### config.mk
export PLATFORM = sky130hd
export DESIGN_NAME = zol_seq
export DESIGN_NICKNAME = d
export VERILOG_FILES = /design/src/rtl/zol_pkg.sv /design/src/rtl/zol_rst_sync.sv /design/src/rtl/zol_pc.sv /design/src/rtl/zol_next_sel.sv /design/src/rtl/zol_loop_ctx.sv /design/src/rtl/zol_seq.sv
export SDC_FILE = /design/constraint.sdc
export NUM_CORES = 1
export LEC_CHECK = 0
export ABC_AREA = 1
export BUFFER_PORTS_ARGS = -buffer_cell sky130_fd_sc_hd__clkbuf_2
export CELL_PAD_IN_SITES_DETAIL_PLACEMENT = 1
export CELL_PAD_IN_SITES_GLOBAL_PLACEMENT = 2
export CORE_MARGIN = 2
export CORE_UTILIZATION = 31
export CTS_CLUSTER_SIZE = 10
export DETAILED_ROUTE_END_ITERATION = 6
export PLACE_DENSITY = 0.93
export SYNTH_ARGS = -nofsm -noshare
export SYNTH_HDL_FRONTEND = slang
export SYNTH_HIERARCHICAL = 1
export SYNTH_SLANG_ARGS = --single-unit
### constraint.sdc
create_clock -name clk -period 7 [get_ports clk]
set_clock_uncertainty 0.2 [all_clocks]
set_input_delay 1.05 -clock clk [delete_from_list [all_inputs] [get_ports clk]]
set_output_delay 1.05 -clock clk [all_outputs]
set_load 0.01 [all_outputs]
### src/rtl/zol_pkg.sv
package zol_pkg;

  localparam int DEF_AW = 16;
  localparam int DEF_CW = 16;

  typedef enum logic {
    NXT_SEQ  = 1'b0,
    NXT_LOOP = 1'b1
  } nxt_sel_e;

endpackage

### src/rtl/zol_rst_sync.sv
module zol_rst_sync (
  input  logic clk,
  input  logic rst_n,
  output logic rst_sync_n
);

  logic s1_q;
  logic s2_q;

  always_ff @(posedge clk or negedge rst_n) begin
    if (!rst_n) begin
      s1_q <= 1'b0;
      s2_q <= 1'b0;
    end else begin
      s1_q <= 1'b1;
      s2_q <= s1_q;
    end
  end

  assign rst_sync_n = s2_q;

endmodule

### src/rtl/zol_pc.sv
module zol_pc #(
  parameter int            AW         = zol_pkg::DEF_AW,
  parameter logic [AW-1:0] RESET_ADDR = '0
) (
  input  logic          clk,
  input  logic          rst_n,
  input  logic          adv_en,
  input  logic [AW-1:0] pc_nxt,
  output logic [AW-1:0] pc_q
);

  logic [AW-1:0] pc_d;

  always_comb begin
    pc_d = pc_q;
    if (adv_en) pc_d = pc_nxt;
  end

  always_ff @(posedge clk or negedge rst_n) begin
    if (!rst_n) pc_q <= RESET_ADDR;
    else        pc_q <= pc_d;
  end

  AST_PC_HOLD: assert property (@(posedge clk) disable iff (!rst_n)
    !adv_en |=> $stable(pc_q));

endmodule

### src/rtl/zol_next_sel.sv
module zol_next_sel #(
  parameter int AW = zol_pkg::DEF_AW,
  parameter int CW = zol_pkg::DEF_CW
) (
  input  logic               active,
  input  logic [AW-1:0]      pc,
  input  logic [AW-1:0]      body_first,
  input  logic [AW-1:0]      body_last,
  input  logic [CW-1:0]      passes_left,
  output zol_pkg::nxt_sel_e  sel,
  output logic               wrap_hit,
  output logic               exit_hit,
  output logic [AW-1:0]      nxt_addr
);
  import zol_pkg::*;

  localparam logic [CW-1:0] ONE = CW'(1);

  logic at_last;

  always_comb begin
    at_last  = active && (pc == body_last);
    wrap_hit = at_last && (passes_left > ONE);
    exit_hit = at_last && (passes_left <= ONE);
    sel      = wrap_hit ? NXT_LOOP : NXT_SEQ;
    case (sel)
      NXT_LOOP: nxt_addr = body_first;
      default:  nxt_addr = pc + AW'(1);
    endcase
  end

endmodule

### src/rtl/zol_loop_ctx.sv
module zol_loop_ctx #(
  parameter int AW = zol_pkg::DEF_AW,
  parameter int CW = zol_pkg::DEF_CW
) (
  input  logic          clk,
  input  logic          rst_n,
  input  logic          adv_en,
  input  logic          ld_vld,
  input  logic [AW-1:0] ld_first,
  input  logic [AW-1:0] ld_last,
  input  logic [CW-1:0] ld_count,
  input  logic          wrap_hit,
  input  logic          exit_hit,
  output logic [AW-1:0] first_q,
  output logic [AW-1:0] last_q,
  output logic [CW-1:0] left_q,
  output logic          active_q
);

  localparam logic [CW-1:0] ONE = CW'(1);

  logic          upd_en;
  logic [AW-1:0] first_d;
  logic [AW-1:0] last_d;
  logic [CW-1:0] left_d;
  logic          active_d;

  always_comb begin
    upd_en   = ld_vld || (adv_en && (wrap_hit || exit_hit));
    first_d  = first_q;
    last_d   = last_q;
    left_d   = left_q;
    active_d = active_q;
    if (ld_vld) begin
      first_d  = ld_first;
      last_d   = ld_last;
      left_d   = (ld_count == '0) ? ONE : ld_count;
      active_d = 1'b1;
    end else if (wrap_hit) begin
      left_d   = left_q - ONE;
    end else if (exit_hit) begin
      left_d   = '0;
      active_d = 1'b0;
    end
  end

  always_ff @(posedge clk or negedge rst_n) begin
    if (!rst_n) begin
      first_q  <= '0;
      last_q   <= '0;
      left_q   <= '0;
      active_q <= 1'b0;
    end else if (upd_en) begin
      first_q  <= first_d;
      last_q   <= last_d;
      left_q   <= left_d;
      active_q <= active_d;
    end
  end

  AST_SETUP_LOADS: assert property (@(posedge clk) disable iff (!rst_n)
    ld_vld |=> active_q && (left_q != '0));
  AST_ZERO_COUNT: assert property (@(posedge clk) disable iff (!rst_n)
    (ld_vld && ld_count == '0) |=> (left_q == ONE));
  AST_ACTIVE_NONZERO: assert property (@(posedge clk) disable iff (!rst_n)
    active_q |-> (left_q != '0));
  AST_IDLE_ZERO: assert property (@(posedge clk) disable iff (!rst_n)
    !active_q |-> (left_q == '0));
  AST_CTX_HOLD: assert property (@(posedge clk) disable iff (!rst_n)
    (!adv_en && !ld_vld) |=> $stable(left_q) && $stable(active_q));

endmodule

### src/rtl/zol_seq.sv
module zol_seq #(
  parameter int            AW         = zol_pkg::DEF_AW,
  parameter int            CW         = zol_pkg::DEF_CW,
  parameter logic [AW-1:0] RESET_ADDR = '0
) (
  input  logic          clk,
  input  logic          rst_n,
  input  logic          run,
  input  logic          setup_vld,
  input  logic [AW-1:0] setup_start,
  input  logic [AW-1:0] setup_end,
  input  logic [CW-1:0] setup_count,
  output logic [AW-1:0] fetch_addr,
  output logic [AW-1:0] next_addr,
  output logic          loop_active,
  output logic [CW-1:0] remaining
);
  import zol_pkg::*;

  logic          rst_sync_n;
  logic [AW-1:0] first_q;
  logic [AW-1:0] last_q;
  logic          wrap_hit;
  logic          exit_hit;
  nxt_sel_e      sel;

  zol_rst_sync u_rst (
    .clk        (clk),
    .rst_n      (rst_n),
    .rst_sync_n (rst_sync_n)
  );

  zol_pc #(.AW(AW), .RESET_ADDR(RESET_ADDR)) u_pc (
    .clk    (clk),
    .rst_n  (rst_sync_n),
    .adv_en (run),
    .pc_nxt (next_addr),
    .pc_q   (fetch_addr)
  );

  zol_next_sel #(.AW(AW), .CW(CW)) u_sel (
    .active      (loop_active),
    .pc          (fetch_addr),
    .body_first  (first_q),
    .body_last   (last_q),
    .passes_left (remaining),
    .sel         (sel),
    .wrap_hit    (wrap_hit),
    .exit_hit    (exit_hit),
    .nxt_addr    (next_addr)
  );

  zol_loop_ctx #(.AW(AW), .CW(CW)) u_ctx (
    .clk      (clk),
    .rst_n    (rst_sync_n),
    .adv_en   (run),
    .ld_vld   (setup_vld),
    .ld_first (setup_start),
    .ld_last  (setup_end),
    .ld_count (setup_count),
    .wrap_hit (wrap_hit),
    .exit_hit (exit_hit),
    .first_q  (first_q),
    .last_q   (last_q),
    .left_q   (remaining),
    .active_q (loop_active)
  );

  AST_SEQ_STEP: assert property (@(posedge clk) disable iff (!rst_sync_n)
    (run && !loop_active) |=> fetch_addr == $past(fetch_addr) + AW'(1));
  AST_WRAP_BACK: assert property (@(posedge clk) disable iff (!rst_sync_n)
    (run && !setup_vld && sel == NXT_LOOP)
      |=> (fetch_addr == $past(first_q)) && (remaining == $past(remaining) - CW'(1)));
  AST_EXIT_FALL: assert property (@(posedge clk) disable iff (!rst_sync_n)
    (run && !setup_vld && exit_hit)
      |=> !loop_active && (fetch_addr == $past(last_q) + AW'(1)));
  AST_NEXT_MATCH: assert property (@(posedge clk) disable iff (!rst_sync_n)
    run |=> fetch_addr == $past(next_addr));

endmodule

==> metrics.yaml, run 1 <==
outcome: "finished, final reports clean"
placed_area_um2: 4982
fin_crit_sh: 0.5125
ioPinCount: 101
rows: 43
root_buffer: "clkbuf_16"
slew_headroom: 0.4245
layout.cells.most_common: "nand2_1"
first_global_vias: 4726
internal_power_w: 0.0009175
cp_slowest_cell: "dfrtp_1"
nets: 804
power.share.clock: 0.415
finalInstanceArea_um2: 5340
antenna_cells: 0
antenna_found_initial: 0
syn_inst: 655
crit_required_ps: 5750
multi_input_comb_area_um2: 2292
crit_path_end_kind: "primary output"
routedWlPerCell_um: 15.67
cts_setup_buffers: 0
drc: 0
worst_skew_pair.late_latency_ps: 340
firstDrtPassIters: 4
drive_above_1_share: 0.2053
hold_viol: 0
max_stage_delay_ps: 480
setup_tns_ps: 0
place.gp.congestion: 0.8644
grt_pass1_wl_um: 23890
routed_wl_um: 14660
cpLargestDelayFamily: "simple AND/OR/NAND/NOR gates"
worstSetupPathType: "register to primary output"
die_h_um: 122.6
dp_cells: 919
cts_buffers: 9
first_iter_violations: 185
p_sw_frac: 0.3212
clk_path_buf_depth: 2
vias: 4453
ys_seq_elements: 67
regArea_um2: 1678
p_seq_frac: 0.360
cp_cell_sequence: "nor2_1, nor3b_1, nand3_2, nand4_2, nand2_1, nand2_1, clkbuf_2"
hpwl_um: 10990
fmax_ghz: 0.2787
grt_setup_unrepaired: "false"
synth_cell_types: 37
power-per-cell-area_nw_per_um2: 253.1
coreArea_um2: 13830
hp-class: "register to register"
yosysWarningCount: 6
port_buffers: 100
syn_avg_cell_area_um2: 6.653
p_comb_frac: 0.225
switchingPower_w: 0.0004342
worstPathBufferInverterCount: 1
die_x_um: 122.6
setup_viol: 0
post_cts_resized: 0
cpMostUsedCell: "nand2_1"
syn_nets: 709
slew_violations: 0
grt_usage: 0.2070
ys_seq_area_frac: 0.3847
arrival_ps: 2340
overflow: 0
fin_cells: 935
layout_min_cycle_time_ps: 3588
grt_max_degree: 66
total_power_w: 0.001352
cts_hold_buf: 0
viasPerCell: 4.763
synth_area_um2: 4358
cts_tree: "yes"
start_kind: "register"
tightest_slew_ps: 863.3
whs_ps: 147.0
p_leak_nw: 2.994
dieArea_um2: 15020
ant_nets: 0
layout_common_cells: "nand2_1, clkbuf_2, dfrtp_1, inv_1, nor2_1"
fillers: 1798
area_growth_pct: 22.54
htreeDepth: 3
path_max_fanout: 19
initial_core_util: 0.3152
path_clk_slew_ps: 50
ir_drop_v: 0.0001177
cts_sinks: 67
cap_violations: 0
==> flip-flops by register name (all words and copies together), names as in the netlist <==
register / flops
u_rst/s1_q: 1
u_pc/pc_q: 16
u_ctx/first_q: 16
u_ctx/left_q: 16
u_ctx/last_q: 16
u_ctx/active_q: 1
u_rst/rst_sync_n: 1
==> final timing paths <==
kind | startpoint | endpoint | slack (ps) | cells after the start
setup reg to reg | u_ctx/left_q[4] | u_ctx/left_q[11] | 3620 | 11
max in group asynchronous | u_rst/rst_sync_n | u_ctx/last_q[14] | 5790 | 1
min in group asynchronous | u_rst/rst_sync_n | u_ctx/left_q[3] | 250 | 1
hold / removal | u_rst/s1_q | u_rst/rst_sync_n | 150 | 0
hold reg to reg | u_rst/s1_q | u_rst/rst_sync_n | 150 | 0
setup / recovery | u_ctx/left_q[4] | next_addr[4] | 3410 | 7
==> through the flow <==
step             util  worst slack, ps
2_1_floorplan       -             4286
3_3_place_gp   0.3603             3412
3_5_place_dp   0.3603             3233
4_1_cts        0.3862             3378
5_1_grt        0.3862             3228
6_report       0.3862             3412
==> per-layer routing <==
metal	routed length, µm	vias up	global-route usage	share of wire
met5	0	-	0	0
met4	248	0	0.05316	0.017
met3	697	18	0.05251	0.048
met2	7230	119	0.3566	0.49
met1	6479	2121	0.2578	0.44
li1	-	2195	-	-
==> logic make-up after synthesis <==
logic type,count (synthesis),share of synthesized area
simple gates,447,0.4456
fa+ha+maj,2,0.005741
compound gates,34,0.04364
other cells,1,0.0008605
flops,67,0.3847
buf+inv,89,0.08929
xor+xnor,15,0.03015
==> cell type report <==
type                            count  share of cell area
Inverter                           71             0.05084
Clock inverter                      5             0.02343
Multi-Input combinational cell    499              0.4292
Clock buffer                       11             0.04358
Timing Repair Buffer              102             0.09653
Tap cell                          180             0.04217
Sequential cell                    67              0.3142
==> worst register-to-register path, cell delays in order (launching register included) <==
cell and delay, ps:
dfrtp_1 480, nor2_1 130, nor3b_1 230, nand3_2 400
nand4_4 350, inv_1 80, o21ai_1 150, nand2_1 440
inv_1 480, nor2_1 70, a21boi_0 170, o21ai_0 100
==> power groups by stage <==
stage / clock network (W) / logic [W] / registers (W)
after floorplan: 0 / 0.000186 / 0.000490
after global placement: 0 / 0.000296 / 0.000490
after detailed placement: 0 / 0.000307 / 0.000493
after CTS: 0.000570 / 0.000309 / 0.000487
after global routing: 0.000592 / 0.000349 / 0.000496
final: 0.000561 / 0.000304 / 0.000487
==> synthesized netlist by cell type <==
library cell,n,area [µm²]
nand2_1,307,1152
dfrtp_1,67,1677
inv_1,65,244.0
nor2_1,64,240.2
nand3_1,20,100.1
nand4_1,18,112.6
xor2_1,14,122.6
a21oi_1,13,65.06
nand2_2,10,62.56
buf_2,9,45.04
o21ai_0,8,40.04
nor2_2,7,43.79
inv_2,5,18.77
nor3_1,5,25.02
a31oi_1,4,25.02
clkbuf_1,4,15.01
nand3_2,4,40.04
nor2_4,4,45.04
o21ai_1,3,15.01
buf_4,2,15.01
buf_6,2,22.52
ha_1,2,25.02
nand2_4,2,22.52
nor2_8,2,40.04
o21bai_1,2,15.01
a21boi_0,1,7.510
a22oi_1,1,7.510
buf_12,1,20.02
conb_1,1,3.750
inv_6,1,8.760
nand4_2,1,12.51
nand4_4,1,21.27
nor3_4,1,16.27
nor3b_1,1,7.510
o22ai_1,1,6.260
o311ai_0,1,8.760
xnor2_1,1,8.760
Note: power is estimated with default switching activity, not from simulation.
==> run 2, diff against run 1 <==
--- a/config.mk
+++ b/config.mk
@@ -10,10 +10,10 @@
 export CELL_PAD_IN_SITES_DETAIL_PLACEMENT = 1
 export CELL_PAD_IN_SITES_GLOBAL_PLACEMENT = 2
 export CORE_MARGIN = 2
-export CORE_UTILIZATION = 31
+export CORE_UTILIZATION = 26
 export CTS_CLUSTER_SIZE = 10
 export DETAILED_ROUTE_END_ITERATION = 6
-export PLACE_DENSITY = 0.93
+export PLACE_DENSITY = 0.84
 export SYNTH_ARGS = -nofsm -noshare
 export SYNTH_HDL_FRONTEND = slang
 export SYNTH_HIERARCHICAL = 1
==> constraint.sdc (replaced) <==
create_clock -name clk -period 3.3 [get_ports clk]
set_clock_uncertainty 0.2 [all_clocks]
set_input_delay 0.495 -clock clk [delete_from_list [all_inputs] [get_ports clk]]
set_output_delay 0.495 -clock clk [all_outputs]
set_load 0.01 [all_outputs]
==> metrics.yaml, run 2 (synthesis results as in run 1) <==
grt_usage: 0.1764  # -0.03064
hp-class: "register to async pin"
vias: 4350  # -2.3%
fin_cells: 982  # +5.0%
multi_input_comb_area_um2: 2292  # unchanged
area_growth_pct: 24.26
fin_util: 0.3289  # -0.05733
cts_tree: "yes"
antenna_found_initial: 0  # unchanged
grt_max_degree: 38  # -42%
die_x_um: 133.5  # +8.9%
r2r_cells: 13  # +2
worstSetupPathType: "register to primary output"
rows: 47  # +9.3%
initial_core_util: 0.2647  # -0.05051
p_leak_nw: 3.009  # +0.51%
reg2reg_to: "u_ctx/left_q[3]"
layout.cells.most_common: "nand2_1"
root_buffer: "clkbuf_16"
cts_buffers: 9  # unchanged
crit_required_ps: 2600  # -3150 ps
die_h_um: 133.5  # +8.9%
place.gp.congestion: 0.8278  # -4.2%
routedWlPerCell_um: 15.10  # -3.7%
max_stage_delay_ps: 470  # about the same
cp_cell_sequence: "ha_1, nand2_1, nor2_2, nand3_2, nor2_1, xor2_1, nand2_1, nand2_1, clkbuf_2"
fmax_ghz: 0.3465
dieArea_um2: 17810  # +19%
port_buffers: 100  # unchanged
outcome: "finished, final reports clean"
cp_slowest_cell: "dfrtp_1"
grt_setup_unrepaired: "false"
cts_sinks: 67  # unchanged
crit_path_end_kind: "primary output"
drive_above_1_share: 0.2126  # +0.007300
path_max_fanout: 6  # -13
arrival_ps: 2190  # -150 ps
start_kind: "register"
drc: 0  # unchanged
power-per-cell-area_nw_per_um2: 509.2  # +100%
path_clk_slew_ps: 70  # +20 ps
dpl_worst_slack_ps: 681.1  # -2552 ps
hold_viol: 0  # unchanged
fillers: 2150  # +20%
first_iter_violations: 145  # -22%
antenna_cells: 0  # unchanged
cap_violations: 0  # unchanged
layout_common_cells: "nand2_1, clkbuf_2, dfrtp_1, inv_1, nor2_1"
cpMostUsedCell: "nand2_1"
fin_crit_sh: 0.8746
grt_pass1_wl_um: 24320  # +1.8%
clk_path_buf_depth: 2  # unchanged
htreeDepth: 3  # unchanged
worst_skew_pair.late_latency_ps: 350  # about the same
ioPinCount: 101  # unchanged
first_global_vias: 4504  # -4.7%
routed_wl_um: 14820  # +1.2%
setup_tns_ps: 0  # unchanged
worst_slack_ps: 413.9  # -2998 ps
hpwl_um: 11530  # +4.9%
coreArea_um2: 16470  # +19%
slew_violations: 0  # unchanged
firstDrtPassIters: 4  # unchanged
ant_nets: 0  # unchanged
nets: 811  # +0.87%
slew_headroom: 0.6120  # +0.1875
layout_min_cycle_time_ps: 2886
whs_ps: 7.840  # -139.2 ps
regArea_um2: 1678  # unchanged
post_cts_resized: 0  # unchanged
tightest_slew_ps: 582.1  # -281.2 ps
setup_viol: 0  # unchanged
ir_drop_v: 0.0002544  # +120%
overflow: 0  # unchanged
r2r_start: "u_pc/pc_q[2]"
dp_cells: 965  # +5.0%
rrSetupSlack_ps: 650  # -2970 ps
viasPerCell: 4.430  # -7.0%
-- run 2: worst max path at each step --
stage / startpoint / end / cells after the start
floorplan: u_ctx/left_q[4] / u_ctx/left_q[10] / 13
global placement: u_ctx/left_q[4] / u_ctx/left_q[11] / 11
detailed placement: u_pc/pc_q[3] / u_ctx/left_q[3] / 13
CTS: u_pc/pc_q[1] / next_addr[10] / 9
global route: u_pc/pc_q[1] / next_addr[10] / 9
finish: u_pc/pc_q[1] / next_addr[10] / 9
-- run 2: repair_timing --
item | in CTS | in global routing
hold endpoints to repair | 2 | 0
setup buffers | 0 | 0
hold buffers | 1 | 0
-- run 2: area by class of cell --
type                       instances  share of cell area
clock buffer                      11             0.04482
clock inverter                     5             0.01571
inverter                          71             0.05014
multi-input combinational        499              0.4233
sequential                        67              0.3098
tap                              220             0.05083
timing repair buffer             109              0.1054
-- run 2: critical path, delay by kind of cell (launching register included) --
family | cells | cell delay (ps)
simple gates | 6 | 840
flops | 1 | 470
fa+ha+maj | 1 | 230
xor+xnor | 1 | 170
buf+inv | 1 | 150
-- run 2: stage by stage --
step / instance area [µm²] / power [W]
after floorplan: 4358 / 0.001435
after global placement: 5077 / 0.001700
after detailed placement: 5077 / 0.001708
after CTS: 5415 / 0.002803
after global routing: 5415 / 0.002946
final: 5415 / 0.002757
-- run 2: power by group --
| group | switching (W) | internal, W | total, W |
|---|---|---|---|
| Sequential | 0.000138 | 0.000904 | 0.00104 |
| Combinational | 0.000418 | 0.000232 | 0.000650 |
| Clock | 0.000379 | 0.000686 | 0.00107 |
| Total | 0.000935 | 0.00182 | 0.00276 |
-- run 2: metal layers --
metal,track usage,wire [µm],vias up
met5,0,0,-
met4,0.04728,174,0
met3,0.04338,607,13
met2,0.2864,6910,84
met1,0.2349,7133,2041
li1,-,-,2212
==> run 3, diff against run 2 <==
--- a/config.mk
+++ b/config.mk
@@ -10,10 +10,10 @@
 export CELL_PAD_IN_SITES_DETAIL_PLACEMENT = 1
 export CELL_PAD_IN_SITES_GLOBAL_PLACEMENT = 2
 export CORE_MARGIN = 2
-export CORE_UTILIZATION = 26
+export CORE_UTILIZATION = 29
 export CTS_CLUSTER_SIZE = 10
 export DETAILED_ROUTE_END_ITERATION = 6
-export PLACE_DENSITY = 0.84
+export PLACE_DENSITY = 0.88
 export SYNTH_ARGS = -nofsm -noshare
 export SYNTH_HDL_FRONTEND = slang
 export SYNTH_HIERARCHICAL = 1
==> constraint.sdc (replaced) <==
create_clock -name clk -period 2.9 [get_ports clk]
set_clock_uncertainty 0.2 [all_clocks]
set_input_delay 0.435 -clock clk [delete_from_list [all_inputs] [get_ports clk]]
set_output_delay 0.435 -clock clk [all_outputs]
set_load 0.01 [all_outputs]
==> metrics.yaml, run 3 (synthesis results as in run 1) <==
cts_tree: "yes"
layout.cells.most_common: "nand2_1"
clk_path_buf_depth: 2  # unchanged
ir_drop_v: 0.0002923  # +15%
cap_violations: 0  # unchanged
grt_max_degree: 36  # -5.3%
routed_wl_um: 15680  # +5.8%
nets: 821  # +1.2%
total_power_w: 0.003302  # +20%
initial_core_util: 0.2987  # +0.03405
p_leak_nw: 3.075  # +2.2%
finalInstanceArea_um2: 5542  # +2.3%
slew_headroom: 0.6607  # +0.04872
first_iter_violations: 184  # +27%
antenna_cells: 0  # unchanged
cts_buffers: 9  # unchanged
slew_violations: 0  # unchanged
tightest_slew_ps: 509.0  # -73.08 ps
grt_pass1_wl_um: 25220  # +3.7%
antenna_found_initial: 0  # unchanged
ant_nets: 0  # unchanged
grt_usage: 0.2004  # +0.02409
port_buffers: 100  # unchanged
die_x_um: 126.6  # -5.2%
layout_common_cells: "nand2_1, clkbuf_2, inv_1, nor2_1, dfrtp_1"
htreeDepth: 3  # unchanged
dieArea_um2: 16020  # -10%
whs_ps: 26.26  # +18.41 ps
power-per-cell-area_nw_per_um2: 595.9  # +17%
first_global_vias: 4831  # +7.3%
overflow: 0  # unchanged
routedWlPerCell_um: 16.40  # +8.7%
rows: 44  # -6.4%
cpMostUsedCell: "nand2_1"
fmax_ghz: 0.3560
setup_tns_ps: 0  # unchanged
ioPinCount: 101  # unchanged
viasPerCell: 4.736  # +6.9%
hpwl_um: 12050  # +4.5%
placed_area_um2: 5055  # -0.44%
area_growth_pct: 27.16
cp_cell_sequence: "buf_6, xnor2_2, nand2_1, nor2_1, nand2_1, nor2_4, nand4_1, nand2_2, clkbuf_2"
path_max_fanout: 8  # +2
cp_slowest_cell: "dfrtp_1"
fillers: 1922  # -11%
fin_crit_sh: 0.9687
drc: 0  # unchanged
worst_skew_pair.late_latency_ps: 340  # about the same
firstDrtPassIters: 4  # unchanged
worstSetupPathType: "register to primary output"
root_buffer: "clkbuf_16"
max_stage_delay_ps: 400  # -70 ps
hold_viol: 0  # unchanged
coreArea_um2: 14590  # -11%
start_kind: "register"
die_h_um: 126.6  # -5.2%
crit_required_ps: 2270  # -330 ps
cpLargestDelayFamily: "simple AND/OR/NAND/NOR gates"
worstPathBufferInverterCount: 2  # +1
arrival_ps: 2170  # -20 ps
path_clk_slew_ps: 60  # about the same
hp-class: "register to async pin"
layout_min_cycle_time_ps: 2809
place.gp.congestion: 0.8684  # +4.9%
outcome: "finished, final reports clean"
cts_sinks: 67  # unchanged
drive_above_1_share: 0.2396  # +0.02704
vias: 4528  # +4.1%
crit_path_end_kind: "primary output"
setup_viol: 0  # unchanged
## run 3: changes by cell type in the layout (fill, tap and decap cells not counted), sizes merged
| cell | before | now |
|---|---|---|
| buf | 8 | 17 |
| bufinv | 2 | 3 |
| clkbuf | 111 | 112 |
| inv | 72 | 70 |
| nor3 | 6 | 7 |
## run 3: metrics by stage
stage                 util  setup WS, ps  cells
global route        0.3798        -32.71    956
floorplan                -         558.7    655
CTS                 0.3729         9.118    949
finish              0.3798         90.81    956
global placement    0.3465         181.3    932
detailed placement  0.3465         148.6    932
## run 3: timing repair
action / CTS / global route
gates cloned: 0 / 1
hold buffers: 1 / 0
endpoints found under the setup margin: 4 / 20
pin swaps: 0 / 7
hold endpoints to repair: 2 / 0
setup buffers: 0 / 6
resized for setup: 2 / 14
## run 3: path summary, 6_finish.rpt
kind	startpoint	to	slack, ps	depth (start not counted)
max	u_pc/pc_q[11]	next_addr[12]	90	9
min	u_rst/rst_sync_n	u_ctx/left_q[5]	30	0
max reg2reg	u_pc/pc_q[3]	u_ctx/left_q[14]	290	13
min reg2reg	u_rst/rst_sync_n	u_ctx/left_q[5]	30	0
max in group asynchronous	u_rst/rst_sync_n	u_pc/pc_q[1]	1710	1
min in group clk	setup_end[10]	u_ctx/last_q[10]	100	3
## run 3: power breakdown
part           internal [W]  switching (W)
registers           0.00103       0.000142
clock network      0.000909       0.000415
logic              0.000285       0.000517
## run 3: layout make-up
type,instances,area (µm²),area share
repair buffers,118,654.4,0.1181
clock inverters,4,95.09,0.01716
multi-input cells,500,2331,0.4206
flip-flops and latches,67,1689,0.3048
well taps,184,230.2,0.04154
inverters,71,275.3,0.04967
clock buffers,12,266.5,0.04809
## run 3: routing by layer
layer  wire length (µm)  global-route usage
met1               7138              0.2531
met2               7728              0.3498
met3                633             0.04597
met4                182             0.04331
met5                  0                   0
